## config.mk

```make
export PLATFORM = sky130hd
export DESIGN_NAME = split36_addsub
export DESIGN_NICKNAME = d
export VERILOG_FILES = /design/src/rtl/split36_pkg.sv /design/src/rtl/split36_operand_prep.sv /design/src/rtl/split36_lane_adder.sv /design/src/rtl/split36_flag_unit.sv /design/src/rtl/split36_addsub.sv
export SDC_FILE = /design/constraint.sdc
export NUM_CORES = 1
export LEC_CHECK = 0
export BUFFER_PORTS_ARGS = -buffer_cell sky130_fd_sc_hd__buf_2
export CAP_MARGIN = 20
export CORE_MARGIN = 3
export CORE_UTILIZATION = 46
export CTS_CLUSTER_DIAMETER = 120
export DETAILED_ROUTE_END_ITERATION = 8
export GPL_TIMING_DRIVEN = 1
export PLACE_DENSITY = 0.83
export SYNTH_ARGS = -nofsm -noshare
export SYNTH_HDL_FRONTEND = slang
export SYNTH_SLANG_ARGS = --single-unit
```

## constraint.sdc

```tcl
create_clock -name clk -period 4.8 [get_ports clk]
set_input_delay 0.24 -clock clk [delete_from_list [all_inputs] [get_ports clk]]
set_output_delay 0.24 -clock clk [all_outputs]
set_load 0.02 [all_outputs]
```

## src/rtl/split36_pkg.sv

```systemverilog
package split36_pkg;
    localparam int WORD_W  = 36;
    localparam int HALF_W  = WORD_W / 2;
    localparam int GUARD_W = 2;
    localparam int LANE_W  = HALF_W + GUARD_W;

    typedef enum logic [0:0] {
        ST_IDLE = 1'b0,
        ST_DONE = 1'b1
    } seq_state_t;

    typedef struct packed {
        logic cry_out;
        logic cry_in;
        logic ovf;
    } flag_t;
endpackage

```

## src/rtl/split36_operand_prep.sv

```systemverilog
module split36_operand_prep #(
    parameter int HALF_W  = 18,
    parameter int GUARD_W = 2,
    localparam int WORD_W = 2 * HALF_W,
    localparam int LANE_W = HALF_W + GUARD_W
) (
    input  logic [WORD_W-1:0] op_a,
    input  logic [WORD_W-1:0] op_b,
    input  logic              sub_sel,
    output logic [LANE_W-1:0] lo_a,
    output logic [LANE_W-1:0] lo_b,
    output logic [LANE_W-1:0] hi_a,
    output logic [LANE_W-1:0] hi_b,
    output logic              a_sign,
    output logic              b_sign
);
    logic [WORD_W-1:0] b_eff;

    // Complement the second operand bit by bit when subtracting.
    for (genvar i = 0; i < WORD_W; i++) begin : g_inv
        assign b_eff[i] = op_b[i] ^ sub_sel;
    end

    // Low lane: data in the upper positions. Guard bits of A are all ones, so a
    // carry-in of 1 ripples through them into the lowest data bit.
    assign lo_a = {op_a[HALF_W-1:0], {GUARD_W{1'b1}}};
    assign lo_b = {b_eff[HALF_W-1:0], {GUARD_W{1'b0}}};

    // High lane: data in the lower positions, sign copied into the extra bits.
    assign hi_a = {{GUARD_W{op_a[WORD_W-1]}}, op_a[WORD_W-1:HALF_W]};
    assign hi_b = {{GUARD_W{b_eff[WORD_W-1]}}, b_eff[WORD_W-1:HALF_W]};

    assign a_sign = op_a[WORD_W-1];
    assign b_sign = b_eff[WORD_W-1];
endmodule

```

## src/rtl/split36_lane_adder.sv

```systemverilog
module split36_lane_adder #(
    parameter int W = 20
) (
    input  logic [W-1:0] a,
    input  logic [W-1:0] b,
    input  logic         cin,
    output logic [W-1:0] sum,
    output logic         cout
);
    logic [W:0] full;

    assign full = {1'b0, a} + {1'b0, b} + {{W{1'b0}}, cin};
    assign sum  = full[W-1:0];
    assign cout = full[W];
endmodule

```

## src/rtl/split36_flag_unit.sv

```systemverilog
module split36_flag_unit #(
    parameter int HALF_W  = 18,
    parameter int GUARD_W = 2,
    localparam int LANE_W = HALF_W + GUARD_W
) (
    input  logic [LANE_W-1:0] hi_sum,
    input  logic              a_sign,
    input  logic              b_sign,
    output split36_pkg::flag_t flags
);
    logic true_sign;
    logic vis_sign;

    // The first extension bit holds the true sign. The top data bit holds the
    // sign the result shows.
    assign true_sign = hi_sum[HALF_W];
    assign vis_sign  = hi_sum[HALF_W-1];

    always_comb begin
        flags.cry_out = true_sign ^ a_sign ^ b_sign;
        flags.cry_in  = vis_sign ^ a_sign ^ b_sign;
        flags.ovf     = true_sign ^ vis_sign;
    end
endmodule

```

## src/rtl/split36_addsub.sv

```systemverilog
module split36_addsub
    import split36_pkg::*;
#(
    parameter int HALF_W  = split36_pkg::HALF_W,
    parameter int GUARD_W = split36_pkg::GUARD_W,
    localparam int WORD_W = 2 * HALF_W,
    localparam int LANE_W = HALF_W + GUARD_W
) (
    input  logic              clk,
    input  logic              rst_n,
    input  logic              in_valid,
    input  logic [WORD_W-1:0] op_a,
    input  logic [WORD_W-1:0] op_b,
    input  logic              sub_sel,
    input  logic              split_en,
    output logic              done_o,
    output logic [WORD_W-1:0] result_o,
    output logic              cry_out_o,
    output logic              cry_in_o,
    output logic              ovf_o
);
    logic [LANE_W-1:0] lo_a, lo_b, hi_a, hi_b, lo_sum, hi_sum;
    logic              a_sign, b_sign, lo_cout, hi_cout, hi_cin;
    logic [WORD_W-1:0] result_d;
    flag_t             flags_d;
    seq_state_t        state_q, state_d;

    split36_operand_prep #(.HALF_W(HALF_W), .GUARD_W(GUARD_W)) prep_i (
        .op_a(op_a), .op_b(op_b), .sub_sel(sub_sel),
        .lo_a(lo_a), .lo_b(lo_b), .hi_a(hi_a), .hi_b(hi_b),
        .a_sign(a_sign), .b_sign(b_sign)
    );

    split36_lane_adder #(.W(LANE_W)) lo_lane_i (
        .a(lo_a), .b(lo_b), .cin(sub_sel), .sum(lo_sum), .cout(lo_cout)
    );

    // When split, the high lane takes its own plus-one for subtraction.
    assign hi_cin = split_en ? sub_sel : lo_cout;

    split36_lane_adder #(.W(LANE_W)) hi_lane_i (
        .a(hi_a), .b(hi_b), .cin(hi_cin), .sum(hi_sum), .cout(hi_cout)
    );

    split36_flag_unit #(.HALF_W(HALF_W), .GUARD_W(GUARD_W)) flag_i (
        .hi_sum(hi_sum), .a_sign(a_sign), .b_sign(b_sign), .flags(flags_d)
    );

    assign result_d = {hi_sum[HALF_W-1:0], lo_sum[LANE_W-1:GUARD_W]};

    // Sequencer: the state register
    always_ff @(posedge clk) begin
        if (!rst_n) state_q <= ST_IDLE;
        else        state_q <= state_d;
    end

    always_comb begin
        state_d = state_q;
        unique case (state_q)
            ST_IDLE: state_d = in_valid ? ST_DONE : ST_IDLE;
            ST_DONE: state_d = in_valid ? ST_DONE : ST_IDLE;
            default: state_d = ST_IDLE;
        endcase
    end

    // Outputs
    always_ff @(posedge clk) begin
        if (!rst_n) begin
            result_o  <= '0;
            cry_out_o <= 1'b0;
            cry_in_o  <= 1'b0;
            ovf_o     <= 1'b0;
        end else if (in_valid) begin
            result_o  <= result_d;
            cry_out_o <= flags_d.cry_out;
            cry_in_o  <= flags_d.cry_in;
            ovf_o     <= flags_d.ovf;
        end
    end

    assign done_o = (state_q == ST_DONE);

    AST_DONE_AFTER_STROBE: assert property (@(posedge clk) disable iff (!rst_n)
        in_valid |=> done_o);
    AST_NO_SPURIOUS_DONE: assert property (@(posedge clk) disable iff (!rst_n)
        !in_valid |=> !done_o);
    AST_HOLD_OUTPUTS: assert property (@(posedge clk) disable iff (!rst_n)
        !in_valid |=> ($stable(result_o) && $stable(cry_out_o) && $stable(cry_in_o) && $stable(ovf_o)));
    AST_NO_OVERFLOW: assert property (@(posedge clk) disable iff (!rst_n)
        (in_valid && (op_a[WORD_W-1] != (op_b[WORD_W-1] ^ sub_sel))) |=> !ovf_o);
    AST_SPLIT_LOW_HALF: assert property (@(posedge clk) disable iff (!rst_n)
        (in_valid && split_en) |=> (result_o[HALF_W-1:0] == ($past(sub_sel)
            ? ($past(op_a[HALF_W-1:0]) - $past(op_b[HALF_W-1:0]))
            : ($past(op_a[HALF_W-1:0]) + $past(op_b[HALF_W-1:0])))));
endmodule

```

# After elaboration in Yosys (flattened, before gate mapping)
# Cells that the tools add are included.
[totals]
regBits = 40
output_inout_bits = 40
elab_cells = 52
[classes]
muxes = 2
bitwise_logic = 41
n_addsub = 4
[op_table]
columns = ["operator", "n"]
rows = [
  ["1-bit XOR", 41],
  ["20-bit by 20-bit adder with 21-bit output", 1],
  ["21-bit by 1-bit adder with 21-bit output", 1],
  ["18-bit by 18-bit adder with 19-bit output", 1],
  ["19-bit by 1-bit adder with 19-bit output", 1],
  ["1-bit two-way mux", 2],
]

# Depth between registers and ports, before layout
# Gate-level depths: netlist (run 1).
[logic_depth]
ltp_word = 7
depth_mapped = 23

# Hierarchy
# A second synthesis (run 1) with hierarchy kept.
[unflattened]
cells_unflattened = 460
hier_area_um2 = 4226.6
[modules_own_cells]
columns = ["mod", "cells_per_inst", "seq_area_each_um2", "instances", "area_per_inst_um2"]
rows = [
  ["split36_addsub", 129, 800.8, 1, 1559.0],
  ["split36_lane_adder (hi_lane_i)", 122, 0.0, 1, 935.9],
  ["split36_lane_adder (lo_lane_i)", 118, 0.0, 1, 935.9],
  ["split36_operand_prep", 88, 0.0, 1, 739.5],
  ["split36_flag_unit", 3, 0.0, 1, 56.3],
]

# Worst setup path after synthesis (run 1)
# No wires, ideal clock.
[synth_path]
path_type = "in2reg"
from = "input sub_sel"
to = "register result_o[34]"
path_buffers = 2
t_required_ns = 4.673
path_slack_ns = -0.333
cell_stages = 22
arrival_ns = 5.006
path_cell_list = "buf_1 > buf_1 > xor2_1 > ha_1 > and3_1 > a221o_1 > a21oi_1 > nand4b_1 > a31o_4 > o21ai_2 > a2111oi_2 > a211o_1 > fa_1 > inv_1 > fa_1 > a21oi_1 > o2111ai_1 > a211oi_1 > o21bai_1 > o32ai_1 > xor2_1 > o21ai_0"
[synth_via]
elab_chain_len = 5
word_cells_on_any_way = 40
[synth_lines]
columns = ["item", "line", "text"]
rows = [
  ["start: declaration", "split36_addsub.sv:14", "input logic sub_sel,"],
  ["1-bit XOR", "split36_operand_prep.sv:21", "assign b_eff[i] = op_b[i] ^ sub_sel;"],
  ["20-bit by 20-bit adder with 21-bit output", "split36_lane_adder.sv:12", "assign full = {1'b0, a} + {1'b0, b} + {{W{1'b0}}, cin};"],
  ["21-bit by 1-bit adder with 21-bit output", "split36_lane_adder.sv:12", ""],
  ["1-bit two-way mux", "split36_addsub.sv:39", "assign hi_cin = split_en ? sub_sel : lo_cout;"],
  ["19-bit by 1-bit adder with 19-bit output (*)", "split36_lane_adder.sv:12", ""],
  ["end signal: assignment", "split36_addsub.sv:74", "result_o <= result_d;"],
  ["end: declaration", "split36_addsub.sv:17", "output logic [WORD_W-1:0] result_o,"],
]
# Mark *: on every way between the ends. The rest lies on a longest branch, timed or not.
# A chain may end at the register's enable or synchronous reset.

# Worst setup path after layout (run 1)
# Ends and elaborated chain as after synthesis.

==> out/metrics.csv, run 1 <==
metric,value,unit
postcts setup bufs,0,
Max-Cap Viols,0,
first-pass GRT wire length,15660,um
kind of critical path,in2reg,
layout cells sized above 1,0.2577,
via count,3572,
Final Non-Filler Cells,648,
number of global-route vias before repair,3574,
IO Port Bufs,116,
CTS tree,done,
setup violators final,0,
Fin Hold WS,0.3283,ns
Final nets,664,
clk buf depth,2,
synthesized area,3427,um2
Routed Antenna Nets,0,
die span in x,92.32,um
Worst-Skew Late Latency,0.30,ns
Main synth FF type,dfxtp_1,
#FFs+latches synth,40,
outcome,"complete, no violations",
async set-reset flop share out of synthesis,0,
CTS Buf Count,5,
core area,7019,um2
CP arrival,4.69,ns
Die H,92.32,um
post-synth top area share,0.2337,
CTS sink cnt,40,
H-Tree Depth,2,
crit end category,flop,
drt pass-1 iters,4,
GR Util All Layers,0.2201,
register area share after synthesis,0.2337,
RSZ-0062 raised after global routing,false,
"Hold Violations, Final",0,
Post-Place Cell Area,4154,um2
Max VDD drop,0.2236,mV
synth cell count leaders,"nor2_1, xor2_1, dfxtp_1",
maximum fanout along the worst path,5,
Setup WS post-layout,0.2862,ns
# rows,30,
design area,4259,um2
Final Cycle Share,0.9404,
fillers,644,
DP Wirelength,7647,um
aggregate routed wire length,9491,um
most frequent cell after synthesis,nor2_1,
initial core utilization,0.4882,
max-slew violations,0,
Die Area,8522,um2
"Avg Cell Area, Syn",7.933,um2
initial antenna violation count,0,
Iter 0 DRT Violations,193,
DR vias/cell,5.512,
fin crit period,4.514,ns
number of synthesized flops with an enable pin,0,
Inst Count DP,639,
Max Clock Skew,0,ns
Slew @ Worst Pin,0.7075,ns
DRC viols,0,
IO Pins,117,
pwr dens,301.9,nW/um2
Placer Congestion,0.9052,
CP startpoint kind,input port,
GRT Residual Overflow,0,
Area contributors post-synth,"dfxtp_1, ha_1, xor2_1, nor2_1, xnor2_1",
post-CTS sizing,0,
"CTS clk-pin slew, worst paths",0.09,ns
P_leak,2.079,nW
"Req. time, crit path",4.98,ns
area grow syn2layout,24.28,%
Ys Warns,0,
Post-Syn Instances,432,
slew margin rel.,0.5278,
f_max,221.5,MHz
largest area contributor in the netlist,dfxtp_1,
"worst slack, placed",-0.0007159,ns
syn nets,546,
Netlist cell types,44,
Tightest Hold Check Type,in2reg,
largest net degree at the start of global routing,38,
hold_buf cts,0,
average wire per standard cell,14.65,um
Clock Tree Root,clkbuf_8,
## critical path, cell delays in order
cell,delay [ns]
buf_2,0.15
xor2_1,0.17
ha_1,0.32
a21o_1,0.20
a221o_1,0.37
a21oi_1,0.17
nand4b_1,0.16
a31o_4,0.18
o21ai_2,0.08
a2111oi_2,0.36
a211o_1,0.16
fa_1,0.20
inv_1,0.06
fa_1,0.39
a21oi_1,0.22
o2111ai_1,0.22
a211oi_2,0.25
o21bai_1,0.16
o32ai_1,0.37
xor2_1,0.18
o21ai_0,0.08
## cell type report
class                      instances  area [um2]  share of cell area
timing repair buffer             128       670.6              0.1575
clock inverter                     2       15.01            0.003525
sequential                        40       800.8              0.1880
multi-input combinational        361        2515              0.5905
inverter                          14       52.55             0.01234
clock buffer                       6       82.58             0.01939
antenna                            1       2.502           0.0005875
tap                               96       120.1             0.02820
## cell usage in the layout (no fill, tap or decap), drive strengths merged, types with 2 or more instances in the layout
master,Yosys,routed
a221o,2,2
nand2b,5,5
and3,3,3
clkbuf,11,6
nor2,57,57
mux2i,14,14
a211o,2,2
a21o,8,8
xor2,43,43
nand4b,3,3
nand3,12,12
o21a,3,3
o31ai,2,2
o21bai,3,3
ha,35,35
nand4,5,5
a21oi,32,32
o2111ai,4,4
fa,2,2
inv,14,14
o211ai,5,5
nand2,33,33
xnor2,20,20
a211oi,11,11
buf,6,128
nor2b,4,4
nor3,14,14
dfxtp,40,40
a31oi,5,5
o21ai,23,23
clkinvlp,0,2
## power by group
part | switching, mW | total [mW] | leakage, nW | internal, mW
Sequential | 0.0255 | 0.405 | 0.331 | 0.379
Combinational | 0.365 | 0.637 | 1.70 | 0.272
Clock | 0.128 | 0.244 | 0.0434 | 0.117
Total | 0.518 | 1.29 | 2.08 | 0.767
## metrics by stage
stage	TNS, ns	total power, mW	utilization
floorplan	0	0.8561	-
global placement	0	1.023	0.5918
detailed placement	-0.0007159	1.040	0.5918
CTS	0	1.287	0.6057
global route	0	1.381	0.6064
finish	0	1.286	0.6068
## flip-flops by register name (all words and copies together) (netlist names)
| register | cells |
|---|---|
| cry_in_o | 1 |
| cry_out_o | 1 |
| ovf_o | 1 |
| done_o | 1 |
| result_o | 36 |
## kinds of logic (layout without fill, tap and decap cells)
kind of cell / count (synthesis) / in the layout / share of synthesized area
and+or+nand+nor: 139 / 139 / 0.1818
muxes: 14 / 14 / 0.04089
DFF: 40 / 40 / 0.2337
adders and majority gates: 37 / 37 / 0.1395
xor gates and xnor gates: 63 / 63 / 0.1632
other: 0 / 1 / 0
AOI/OAI and AO/OA: 108 / 108 / 0.2070
buffers and inverters: 31 / 150 / 0.03395
## final timing paths
check               startpoint           end  slack (ns)  depth (start not counted)
setup / recovery       sub_sel  result_o[34]        0.29                         21
hold / removal           rst_n      cry_in_o        0.33                          3
setup reg to reg  result_o[32]  result_o[32]        3.97                          4
hold reg to reg    result_o[7]   result_o[7]        0.47                          2
## metal layers
layer	wire length (um)	track usage	part of all wire
met4	67	0.05198	0.0071
met1	4073	0.2694	0.43
met2	4710	0.3885	0.50
met5	0	0	0
met3	640	0.05199	0.067
(Power assumes the default switching activity.)
==> inputs of run 2 (changes only) <==
- CELL_PAD_IN_SITES_DETAIL_PLACEMENT: default -> 2
- CELL_PAD_IN_SITES_GLOBAL_PLACEMENT: default -> 2
- CORE_UTILIZATION: 46 -> 26
- MAX_ROUTING_LAYER: default -> met4
- PLACE_DENSITY: 0.83 -> 0.84
==> out/metrics.csv, run 2 (synthesized netlist as in run 1, its figures left out) <==
metric,value,unit,change
Die H,120.8,um,was 92.32 um
power consumption,1.500,mW,was 1.286 mW
outcome,"complete, no violations",,unchanged
max-slew violations,0,,unchanged
DRC viols,0,,unchanged
slew margin rel.,0.4941,,was 0.5278
clk buf depth,2,,unchanged
Hold EP,result_o[13],,was cry_in_o
# rows,41,,was 30
CP startpoint kind,input port,,unchanged
GRT Residual Overflow,0,,unchanged
CP top delay family,compound AO/OA/AOI/OAI gates,,unchanged
"commonest non-fill, non-tap cell in the layout",buf_2,,unchanged
postcts setup bufs,0,,unchanged
Final Cycle Share,0.9308,,was 0.9404
first-pass GRT wire length,21020,um,"was 15,660 um"
Net Sw Frac,0.3926,,was 0.4032
number of global-route vias before repair,4145,,"was 3,574"
crit end category,flop,,unchanged
"CTS clk-pin slew, worst paths",0.07,ns,was 0.09 ns
fin crit period,4.468,ns,was 4.514 ns
Final nets,671,,was 664
GR Util All Layers,0.1841,,was 0.2201
FF-to-FF Start,result_o[32],,unchanged
Slowest cell on crit path,fa_1,,unchanged
hold_buf cts,0,,unchanged
DR vias/cell,5.005,,was 5.512
clock power share,0.268,,was 0.190
H-Tree Depth,2,,unchanged
Final Non-Filler Cells,731,,was 648
area grow syn2layout,31.43,%,was 24.28%
Worst Path Buf+Inv,3,,was 2
CP Cell Sequence,"clkbuf_4, xor2_1, ha_1, a21o_1, a221o_1, a21oi_1, nand4b_1, a31o_4, o21ai_2, a2111oi_2, a211o_1, fa_2, inv_1, fa_1, a21oi_2, o2111ai_2, a211oi_2, buf_4, o21bai_1, o32ai_2, xor2_1, o21ai_0",,"was buf_2, xor2_1, ha_1, a21o_1, a221o_1, a21oi_1, nand4b_1, a31o_4, o21ai_2, a2111oi_2, a211o_1, fa_1, inv_1, fa_1, a21oi_1, o2111ai_1, a211oi_2, o21bai_1, o32ai_1, xor2_1, o21ai_0"
Flop pwr share,0.272,,was 0.315
max FFs per register,36,,unchanged
Worst-Skew Late Latency,0.29,ns,was 0.30 ns
die span in x,120.8,um,was 92.32 um
Max VDD drop,0.1128,mV,was 0.2236 mV
IO Pins,117,,unchanged
initial core utilization,0.2683,,was 0.4882
"Req. time, crit path",4.96,ns,was 4.98 ns
Max-Cap Viols,0,,unchanged
Inst Count DP,722,,was 639
maximum fanout along the worst path,7,,was 5
layout cells sized above 1,0.2742,,was 0.2577
Fin Hold WS,0.3419,ns,was 0.3283 ns
CTS sink cnt,40,,unchanged
Internal,911.4,uW,was 767.4 uW
NetSw,589.0,uW,was 518.4 uW
core area,12770,um2,was 7019 um2
average wire per standard cell,17.80,um,was 14.65 um
CTS Buf Count,5,,unchanged
P_leak,2.157,nW,was 2.079 nW
most frequent cells in the layout,"buf_2, nor2_1, xor2_1",,unchanged
Min-Delay Path Depth,3,,unchanged
setup violators final,0,,unchanged
via count,3659,,"was 3,572"
reg2reg end,result_o[32],,unchanged
kind of critical path,in2reg,,unchanged
Slew @ Worst Pin,0.7581,ns,was 0.7075 ns
drt pass-1 iters,4,,unchanged
combinational power share,0.460,,was 0.495
IO Port Bufs,116,,unchanged
Tightest Hold Check Type,in2reg,,unchanged
aggregate routed wire length,13010,um,was 9491 um
max incr delay on CP,0.41,ns,was 0.39 ns
initial antenna violation count,1,,was 0
CTS tree,done,,unchanged
DP Wirelength,10690,um,was 7647 um
cell mode on critical path,xor2_1,,
f_max,223.8,MHz,was 221.5 MHz
R2R depth,4,,unchanged
Clock Tree Root,clkbuf_16,,was clkbuf_8
pwr dens,333.1,nW/um2,was 301.9 nW/um2
"Hold Violations, Final",0,,unchanged
RSZ-0062 raised after global routing,false,,unchanged
Routed Antenna Nets,0,,unchanged
Max Clock Skew,0,ns,unchanged
Die Area,14600,um2,was 8522 um2
Reg2Reg Setup Slack,3.97,ns,about the same
largest net degree at the start of global routing,38,,unchanged
Placer Congestion,0.8413,,was 0.9052
Biggest register,result_o,,unchanged
hold path start,rst_n,,unchanged
CP arrival,4.63,ns,was 4.69 ns
Iter 0 DRT Violations,129,,was 193
==> run 2: changes by cell type in the layout (fill, tap and decap cells not counted), moves of 2 or more <==
cell / delta
clkbuf_16: +5
buf_4: +7
clkinv_4: +2
clkbuf_8: -6
clkinvlp_4: -2
==> run 2: worst max-delay path by stage <==
stage          startpoint      endpoint  slack (ns)  cells after the start
6_report          sub_sel  result_o[34]        0.33                     22
5_1_grt           sub_sel  result_o[34]        0.02                     22
4_1_cts           sub_sel  result_o[34]        0.03                     22
3_5_place_dp      sub_sel  result_o[34]       -0.23                     22
3_3_place_gp      sub_sel  result_o[34]       0.001                     22
2_1_floorplan     sub_sel  result_o[34]        0.03                     22
==> run 2: metal layers <==
metal / part of all wire / GRT usage / wire length (um)
met3: 0.037 / 0.02619 / 478
met2: 0.53 / 0.3528 / 6933
met4: 0.010 / 0.03329 / 136
met5: 0 / - / 0
met1: 0.42 / 0.2035 / 5461
==> run 2: area by class of cell <==
cell class	instances	area, um2
repair buffers	135	725.7
flip-flops and latches	40	800.8
clock inverters	3	47.55
diodes	1	2.502
multi-input cells	361	2535
inverters	14	52.55
well taps	172	215.2
fillers	1503	8269
clock buffers	5	125.1
==> run 2: what timing repair did <==
action,in CTS,in global routing
endpoints found under the hold margin,0,0
resized for setup,0,7
setup endpoints to repair,0,6
==> run 2: power by group through the flow <==
| stage | sequential, mW | combinational [mW] | clock (mW) |
|---|---|---|---|
| 2_1_floorplan | 0.466 | 0.390 | 0 |
| 3_3_place_gp | 0.414 | 0.641 | 0 |
| 3_5_place_dp | 0.417 | 0.682 | 0 |
| 4_1_cts | 0.410 | 0.690 | 0.413 |
| 5_1_grt | 0.415 | 0.768 | 0.422 |
| 6_report | 0.409 | 0.689 | 0.402 |
==> run 2: worst min-delay path: stages <==
cell and delay [ns]:
buf_2 0.19, o21ai_0 0.11, a21oi_1 0.04
==> run 2: metrics by stage <==
stage | setup slack, ns | utilization | TNS [ns] | area, um2
after floorplan | 0.03033 | - | 0 | 3431
after global placement | 0.001253 | 0.3368 | 0 | 4302
after detailed placement | -0.2310 | 0.3368 | -0.4739 | 4302
after CTS | 0.02817 | 0.3503 | 0 | 4474
after global routing | 0.02395 | 0.3526 | 0 | 4504
final | 0.3320 | 0.3526 | 0 | 4504
